`config.mk`:
```
export PLATFORM = sky130hd
export DESIGN_NAME = adc_seq_ctrl
export DESIGN_NICKNAME = d
export VERILOG_FILES = /design/src/rtl/adc_seq_pkg.sv /design/src/rtl/adc_seq_sync.sv /design/src/rtl/adc_seq_pwr.sv /design/src/rtl/adc_seq_fsm.sv /design/src/rtl/adc_seq_ctrl.sv
export SDC_FILE = /design/constraint.sdc
export NUM_CORES = 1
export LEC_CHECK = 0
export CAP_MARGIN = 20
export CORE_ASPECT_RATIO = 1.1
export CORE_MARGIN = 2
export CORE_UTILIZATION = 49
export DETAILED_ROUTE_END_ITERATION = 8
export PLACE_DENSITY_LB_ADDON = 0.2
export SYNTH_ARGS = -nofsm -noshare
export SYNTH_HDL_FRONTEND = slang
export SYNTH_SLANG_ARGS = --single-unit
```
`constraint.sdc`:
```
create_clock -name clk -period 2.15 [get_ports clk]
set_input_delay 0.5375 -clock clk [delete_from_list [all_inputs] [get_ports clk]]
set_output_delay 0.5375 -clock clk [all_outputs]
set_load 0.05 [all_outputs]
```
`src/rtl/adc_seq_pkg.sv`:
```
package adc_seq_pkg;
   typedef enum logic [1:0] {
      PH_IDLE   = 2'd0,
      PH_SAMPLE = 2'd1,
      PH_CONV   = 2'd2
   } phase_e;
endpackage

```
`src/rtl/adc_seq_sync.sv`:
```
module adc_seq_sync #(
   parameter int unsigned W       = 4,
   parameter int unsigned STAGES  = 2,
   parameter logic [W-1:0] RST_VAL = '0
) (
   input  logic         clk,
   input  logic         rst_n,
   input  logic [W-1:0] d_i,
   output logic [W-1:0] q_o
);
   generate
      if (STAGES == 0) begin : g_bypass
         assign q_o = d_i;
      end else begin : g_chain
         logic [W-1:0] stage_q [STAGES];
         for (genvar s = 0; s < STAGES; s++) begin : g_stage
            always_ff @(posedge clk) begin
               if (!rst_n) stage_q[s] <= RST_VAL;
               else if (s == 0) stage_q[s] <= d_i;
               else stage_q[s] <= stage_q[(s == 0) ? 0 : s-1];
            end
         end
         assign q_o = stage_q[STAGES-1];
      end
   endgenerate
endmodule

```
`src/rtl/adc_seq_pwr.sv`:
```
module adc_seq_pwr #(
   parameter int unsigned PD_CYC   = 720,
   parameter int unsigned WAKE_CYC = 50
) (
   input  logic clk,
   input  logic rst_n,
   input  logic line_s,
   output logic hold_o,
   output logic enter_o,
   output logic pd_o
);
   localparam int unsigned LW = $clog2(PD_CYC + 1);
   localparam int unsigned WW = $clog2(WAKE_CYC + 1);

   logic          line_q;
   logic          pd_q;
   logic          waking_q;
   logic [LW-1:0] low_cnt;
   logic [WW-1:0] wake_cnt;

   always_ff @(posedge clk) begin
      if (!rst_n) begin
         line_q   <= 1'b1;
         pd_q     <= 1'b0;
         waking_q <= 1'b0;
         low_cnt  <= '0;
         wake_cnt <= '0;
      end else begin
         line_q <= line_s;
         if (!line_s) begin
            waking_q <= 1'b0;
            wake_cnt <= '0;
            if (!pd_q) begin
               if (low_cnt == LW'(PD_CYC - 1)) pd_q <= 1'b1;
               else low_cnt <= low_cnt + 1'b1;
            end
         end else begin
            low_cnt <= '0;
            if (!line_q && pd_q) begin
               waking_q <= 1'b1;
               wake_cnt <= '0;
            end else if (waking_q) begin
               if (wake_cnt == WW'(WAKE_CYC - 1)) begin
                  waking_q <= 1'b0;
                  pd_q     <= 1'b0;
               end else begin
                  wake_cnt <= wake_cnt + 1'b1;
               end
            end
         end
      end
   end

   assign hold_o  = !line_s || waking_q || (!line_q && pd_q);
   assign enter_o = line_q && !line_s;
   assign pd_o    = pd_q;
endmodule

```
`src/rtl/adc_seq_fsm.sv`:
```
module adc_seq_fsm
   import adc_seq_pkg::*;
#(
   parameter int unsigned RES_W        = 12,
   parameter int unsigned CONV_CYC     = 20,
   parameter int unsigned ACQ_CYC      = 6,
   parameter int unsigned NAP_XTRA_CYC = 6,
   parameter int unsigned INVALID_N    = 4,
   parameter logic [RES_W-1:0] MARKER  = '1
) (
   input  logic             clk,
   input  logic             rst_n,
   input  logic             cv_s,
   input  logic             cs_s,
   input  logic             nap_n_s,
   input  logic             hold_i,
   input  logic             hold_enter_i,
   input  logic [RES_W-1:0] code_i,
   output logic             busy_o,
   output logic             sampling_o,
   output logic             napping_o,
   output logic             done_o,
   output logic             abort_o,
   output logic [RES_W-1:0] result_o,
   output logic             valid_o
);
   localparam int unsigned CW = $clog2(CONV_CYC + 1);
   localparam int unsigned AW = $clog2(ACQ_CYC + NAP_XTRA_CYC + 1);
   localparam int unsigned IW = $clog2(INVALID_N + 1);

   phase_e           phase;
   logic             cv_q, cs_q;
   logic [CW-1:0]    conv_cnt;
   logic [AW-1:0]    acq_cnt;
   logic             from_nap;
   logic [IW-1:0]    inv_cnt;
   logic             done_q, abort_q, valid_q;
   logic [RES_W-1:0] result_q;

   logic          cv_rise, cv_fall, cs_fall;
   logic [AW-1:0] acq_need;
   logic          acq_ok, samp_req, conv_req, abort_req, conv_last;

   assign cv_rise   = cv_s && !cv_q;
   assign cv_fall   = !cv_s && cv_q;
   assign cs_fall   = !cs_s && cs_q;
   assign acq_need  = from_nap ? AW'(ACQ_CYC + NAP_XTRA_CYC) : AW'(ACQ_CYC);
   assign acq_ok    = acq_cnt >= acq_need;
   assign samp_req  = (cv_rise && !cs_s) || (cs_fall && cv_s);
   assign conv_req  = ((cv_fall && !cs_s) || (cs_fall && !cv_s)) && acq_ok;
   assign abort_req = cs_fall && cv_s;
   assign conv_last = conv_cnt == CW'(CONV_CYC - 1);

   always_ff @(posedge clk) begin
      if (!rst_n) begin
         phase    <= PH_IDLE;
         cv_q     <= 1'b0;
         cs_q     <= 1'b1;
         conv_cnt <= '0;
         acq_cnt  <= '0;
         from_nap <= 1'b0;
         inv_cnt  <= IW'(INVALID_N);
         done_q   <= 1'b0;
         abort_q  <= 1'b0;
         valid_q  <= 1'b0;
         result_q <= '0;
      end else begin
         cv_q    <= cv_s;
         cs_q    <= cs_s;
         done_q  <= 1'b0;
         abort_q <= 1'b0;
         if (hold_i) begin
            phase    <= PH_IDLE;
            from_nap <= 1'b0;
            inv_cnt  <= IW'(INVALID_N);
            valid_q  <= 1'b0;
            if (hold_enter_i) begin
               result_q <= MARKER;
               if (phase == PH_CONV) abort_q <= 1'b1;
            end
         end else begin
            unique case (phase)
               PH_IDLE: begin
                  if (samp_req) begin
                     phase    <= PH_SAMPLE;
                     acq_cnt  <= '0;
                     from_nap <= !nap_n_s;
                  end
               end
               PH_SAMPLE: begin
                  if (conv_req) begin
                     phase    <= PH_CONV;
                     conv_cnt <= '0;
                  end else if (!acq_ok) begin
                     acq_cnt <= acq_cnt + 1'b1;
                  end
               end
               PH_CONV: begin
                  if (abort_req) begin
                     phase    <= PH_IDLE;
                     abort_q  <= 1'b1;
                     result_q <= MARKER;
                     valid_q  <= 1'b0;
                  end else if (conv_last) begin
                     done_q   <= 1'b1;
                     result_q <= code_i;
                     valid_q  <= (inv_cnt == '0);
                     if (inv_cnt != '0) inv_cnt <= inv_cnt - 1'b1;
                     from_nap <= 1'b0;
                     if (!cs_s && cv_s) begin
                        phase   <= PH_SAMPLE;
                        acq_cnt <= '0;
                     end else begin
                        phase <= PH_IDLE;
                     end
                  end else begin
                     conv_cnt <= conv_cnt + 1'b1;
                  end
               end
               default: phase <= PH_IDLE;
            endcase
         end
      end
   end

   assign busy_o     = phase == PH_CONV;
   assign sampling_o = phase == PH_SAMPLE;
   assign napping_o  = (phase == PH_IDLE) && !nap_n_s && !hold_i;
   assign done_o     = done_q;
   assign abort_o    = abort_q;
   assign result_o   = result_q;
   assign valid_o    = valid_q;
endmodule

```
`src/rtl/adc_seq_ctrl.sv`:
```
module adc_seq_ctrl #(
   parameter int unsigned RES_W        = 12,
   parameter int unsigned CONV_CYC     = 20,
   parameter int unsigned ACQ_CYC      = 6,
   parameter int unsigned NAP_XTRA_CYC = 6,
   parameter int unsigned PD_CYC       = 720,
   parameter int unsigned WAKE_CYC     = 50,
   parameter int unsigned INVALID_N    = 4,
   parameter int unsigned SYNC_STAGES  = 2
) (
   input  logic             clk,
   input  logic             rst_n,
   input  logic             convst_i,
   input  logic             cs_n_i,
   input  logic             nap_en_n_i,
   input  logic             pdrst_n_i,
   input  logic [RES_W-1:0] sar_code_i,
   output logic             busy_o,
   output logic             sampling_o,
   output logic             napping_o,
   output logic             done_o,
   output logic             abort_o,
   output logic [RES_W-1:0] result_o,
   output logic             data_valid_o,
   output logic             powered_down_o
);
   localparam logic [RES_W-1:0] MARKER = {RES_W{1'b1}} << (RES_W - 7);
   localparam logic [3:0] PIN_IDLE = 4'b1110;

   generate
      if (RES_W < 8) begin : g_bad_res
         $error("adc_seq_ctrl: RES_W must be at least 8");
      end
      if (CONV_CYC < 2 || ACQ_CYC < 1) begin : g_bad_phase
         $error("adc_seq_ctrl: CONV_CYC >= 2 and ACQ_CYC >= 1 required");
      end
      if (PD_CYC < 2 || WAKE_CYC < 1 || INVALID_N < 1) begin : g_bad_pwr
         $error("adc_seq_ctrl: PD_CYC >= 2, WAKE_CYC >= 1, INVALID_N >= 1 required");
      end
   endgenerate

   logic [3:0] pins_s;
   logic       hold, hold_enter, pd;

   adc_seq_sync #(.W(4), .STAGES(SYNC_STAGES), .RST_VAL(PIN_IDLE)) u_sync (
      .clk   (clk),
      .rst_n (rst_n),
      .d_i   ({pdrst_n_i, nap_en_n_i, cs_n_i, convst_i}),
      .q_o   (pins_s)
   );

   adc_seq_pwr #(.PD_CYC(PD_CYC), .WAKE_CYC(WAKE_CYC)) u_pwr (
      .clk     (clk),
      .rst_n   (rst_n),
      .line_s  (pins_s[3]),
      .hold_o  (hold),
      .enter_o (hold_enter),
      .pd_o    (pd)
   );

   adc_seq_fsm #(
      .RES_W(RES_W), .CONV_CYC(CONV_CYC), .ACQ_CYC(ACQ_CYC),
      .NAP_XTRA_CYC(NAP_XTRA_CYC), .INVALID_N(INVALID_N), .MARKER(MARKER)
   ) u_fsm (
      .clk          (clk),
      .rst_n        (rst_n),
      .cv_s         (pins_s[0]),
      .cs_s         (pins_s[1]),
      .nap_n_s      (pins_s[2]),
      .hold_i       (hold),
      .hold_enter_i (hold_enter),
      .code_i       (sar_code_i),
      .busy_o       (busy_o),
      .sampling_o   (sampling_o),
      .napping_o    (napping_o),
      .done_o       (done_o),
      .abort_o      (abort_o),
      .result_o     (result_o),
      .valid_o      (data_valid_o)
   );

   assign powered_down_o = pd;
endmodule

```
==> results.toml <==
[status]
status = "finished clean"

[synth]
synth.area.top_cells = "dfxtp_1, ha_1, nor2_1"
syn-cell-area_mm2 = 0.002754
ys_ff_latch = 59
synth_cells = 305
synth_edf_count = 0
synth_area_leader_cell = "dfxtp_1"
yosysSeqAreaShare_pct = 42.89
ys_top_cells_by_count = "dfxtp_1, nor2_1, nand2_1"
synthFlopType = "dfxtp_1"
syn_nets = 337
ys_types = 57
syn_area_per_cell_um2 = 9.029
async_flop_share_pct = 0
synthMostInstantiatedCell = "dfxtp_1"
netlist.area_leader.share_pct = 42.89
synth_warnings = 0

[global_routing]
grt_max_degree = 28
overflow = 0
grt_util_all_layers_pct = 20.01
grt_antenna_before_repair = 0
grt_pass1_vias = 2206
grt_pass1_wl_mm = 9.591

[flow_run]
drv_cap = 0

[routing]
viasPerCell = 5.273
drt_wl_total_mm = 5.833
wire_per_inst_um = 13.38
drt_iter0_markers = 124
dr_total_vias = 2299
dr.pass1.iters = 4
drtAntennaViolNets = 0
drcViolationCount = 0

[critical_path]
slowest_stage = "nor3b_2"
r2r_slack_ns = 0.13
start_kind = "register"
worstPathArrival_ns = 1.53
r2r-end = "u_fsm.phase[0]"
cp_num_buf_inv = 2
timing.rr.start = "u_fsm.acq_cnt[1]"
path_class = "register to output pin"
crit_family = "simple AND/OR/NAND/NOR gates"
cp-end-kind = "output pin"
max_stage_delay_ns = 0.32
path_cells = "buf_4, nand2b_1, nand3b_1, nor3b_2, buf_12"
reg2reg_depth = 8
crit_path_max_fanout = 8
worstPathRequired_ns = 1.61

[hold_path]
holdPathStages = 1
hp-class = "register to register"
hold_path_end = "u_sync.g_chain.stage_q[1][3]"
min-delay-start = "u_sync.g_chain.stage_q[0][3]"

[layout]
finalInstanceArea_mm2 = 0.003521
fillers = 458
final_util_pct = 65.26
antennaDiodeCount = 0
nNetsFinal = 388
layout-drive-gt1-share_pct = 14.13
area_growth_pct = 27.85

[placement]
gp_congestion = 0.8757
numPortBuffers = 36
dp_hpwl_mm = 4.221
place_area_mm2 = 0.003279

[clock_tree]
cts_buffers = 9
root_buffer = "clkbuf_8"
cts.sinks = 59
clk_latency_ns = 0.33
clkTransAtPathRegs_ns = 0.06
cts_tree = "done"
max-clock-path-buffers = 2
cts-htree-levels = 3

[timing]
hold_viol = 0
period_needed_ns = 2.071
slew_headroom_pct = 63.17
max_freq_ghz = 0.4828
post-route-period-util_pct = 96.35
rsz0062_at_grt = "false"
setup_violations = 0
clock_skew_ns = 0.005279
slew_violations = 0
hold_slack_ns = 0.4109
tightest_slew_ns = 0.5453
tns_ns = 0

[pwr]
fin_total_pwr_mw = 3.078
max-vdd-ir-drop_mv = 0.5068
power_density_mw_per_mm2 = 874.1
leakage_nw = 1.323

[floorplan]
initial_core_util_pct = 51.04
core_area_mm2 = 0.005395
dieHeight_um = 82.63
rows = 28
boundaryPins = 37
die_area_mm2 = 0.006237
dieWidth_um = 75.48
-- kinds of logic (layout without fill, tap and decap cells) --
group | count (synthesis) | after routing | synth area share (%)
adders and majority gates | 14 | 14 | 6.361
DFF | 59 | 59 | 42.89
muxes | 1 | 1 | 0.3635
xor gates and xnor gates | 13 | 13 | 4.135
and+or+nand+nor | 139 | 139 | 27.99
buffers and inverters | 23 | 79 | 3.635
AOI/OAI and AO/OA | 56 | 56 | 14.63
-- layout by cell type (no fill, tap or decap), drive strengths merged, types with 5 or more instances in the layout --
| cell | n |
|---|---|
| inv | 13 |
| buf | 18 |
| nor2b | 5 |
| o21ai | 19 |
| a21oi | 7 |
| nand4 | 14 |
| ha | 14 |
| nor3b | 5 |
| a211oi | 7 |
| nor2 | 37 |
| nand2 | 26 |
| clkdlybuf4s50 | 32 |
| nand2b | 13 |
| nand3 | 8 |
| dfxtp | 59 |
| and2 | 6 |
| nor3 | 5 |
| xor2 | 9 |
| clkbuf | 10 |
-- worst reg2reg max path, cell delays in order (launching register included) --
cell	delay [ns]
dfxtp_2	0.34
inv_1	0.06
ha_1	0.27
nor2b_4	0.14
o22ai_2	0.09
o41a_4	0.37
buf_6	0.14
or4_1	0.46
o21ai_1	0.10
-- power breakdown --
group	internal, mW	switching [mW]
clock network	0.644	0.415
logic	0.360	0.476
registers	1.14	0.0445
total	2.14	0.936
-- how the worst max path moves through the flow --
stage / slack [ns] / to / depth (start not counted) / startpoint
after floorplan: 0.05 / u_fsm.conv_cnt[3] / 7 / u_fsm.acq_cnt[1]
after global placement: 0.07 / u_fsm.conv_cnt[3] / 7 / u_fsm.acq_cnt[1]
after detailed placement: -0.01 / u_fsm.conv_cnt[3] / 7 / u_fsm.acq_cnt[1]
after CTS: 0.005 / napping_o / 5 / u_pwr.pd_o
after global routing: 0.02 / napping_o / 5 / u_pwr.pd_o
final: 0.08 / napping_o / 5 / u_pwr.pd_o
-- per-stage QoR --
step / instances / setup WS [ns]
6_report: 436 / 0.07855
5_1_grt: 436 / 0.01940
4_1_cts: 434 / 0.004900
3_5_place_dp: 418 / -0.01112
3_3_place_gp: 418 / 0.07461
2_1_floorplan: 305 / 0.05036
-- registers in the layout, indices dropped and copies added, names as in the netlist, 2 cells and up --
register                flops
u_fsm.acq_cnt               4
u_fsm.conv_cnt              5
u_fsm.inv_cnt               3
u_fsm.phase                 2
u_fsm.result_o             12
u_pwr.low_cnt              10
u_pwr.wake_cnt              6
u_sync.g_chain.stage_q      8
-- layout make-up --
cell class                 count  area, um^2  share of cell area (%)
clock inverter                 6       80.08                   2.274
sequential                    59        1184                   33.62
clock buffer                  10       127.6                   3.625
multi-input combinational    223        1490                   42.32
inverter                      13       48.80                   1.386
timing repair buffer          50       496.7                   14.11
tap                           75       93.84                   2.665
-- per-layer routing --
metal / wire length [um] / global-route usage [%] / up-vias
li1: - / - / 1190
met1: 2708 / 25.50 / 1076
met2: 2917 / 32.61 / 28
met3: 142 / 4.005 / 5
met4: 65 / 8.596 / 0
met5: 0 / 0 / -
-- timing repair --
action,CTS,global route
buffers inserted,0,2
pin swaps,1,3
resized for setup,1,6
hold endpoints to repair,0,0
hold buffers,0,0
endpoints found under the setup margin,3,6
No activity file was read; power rests on OpenSTA's default activity.
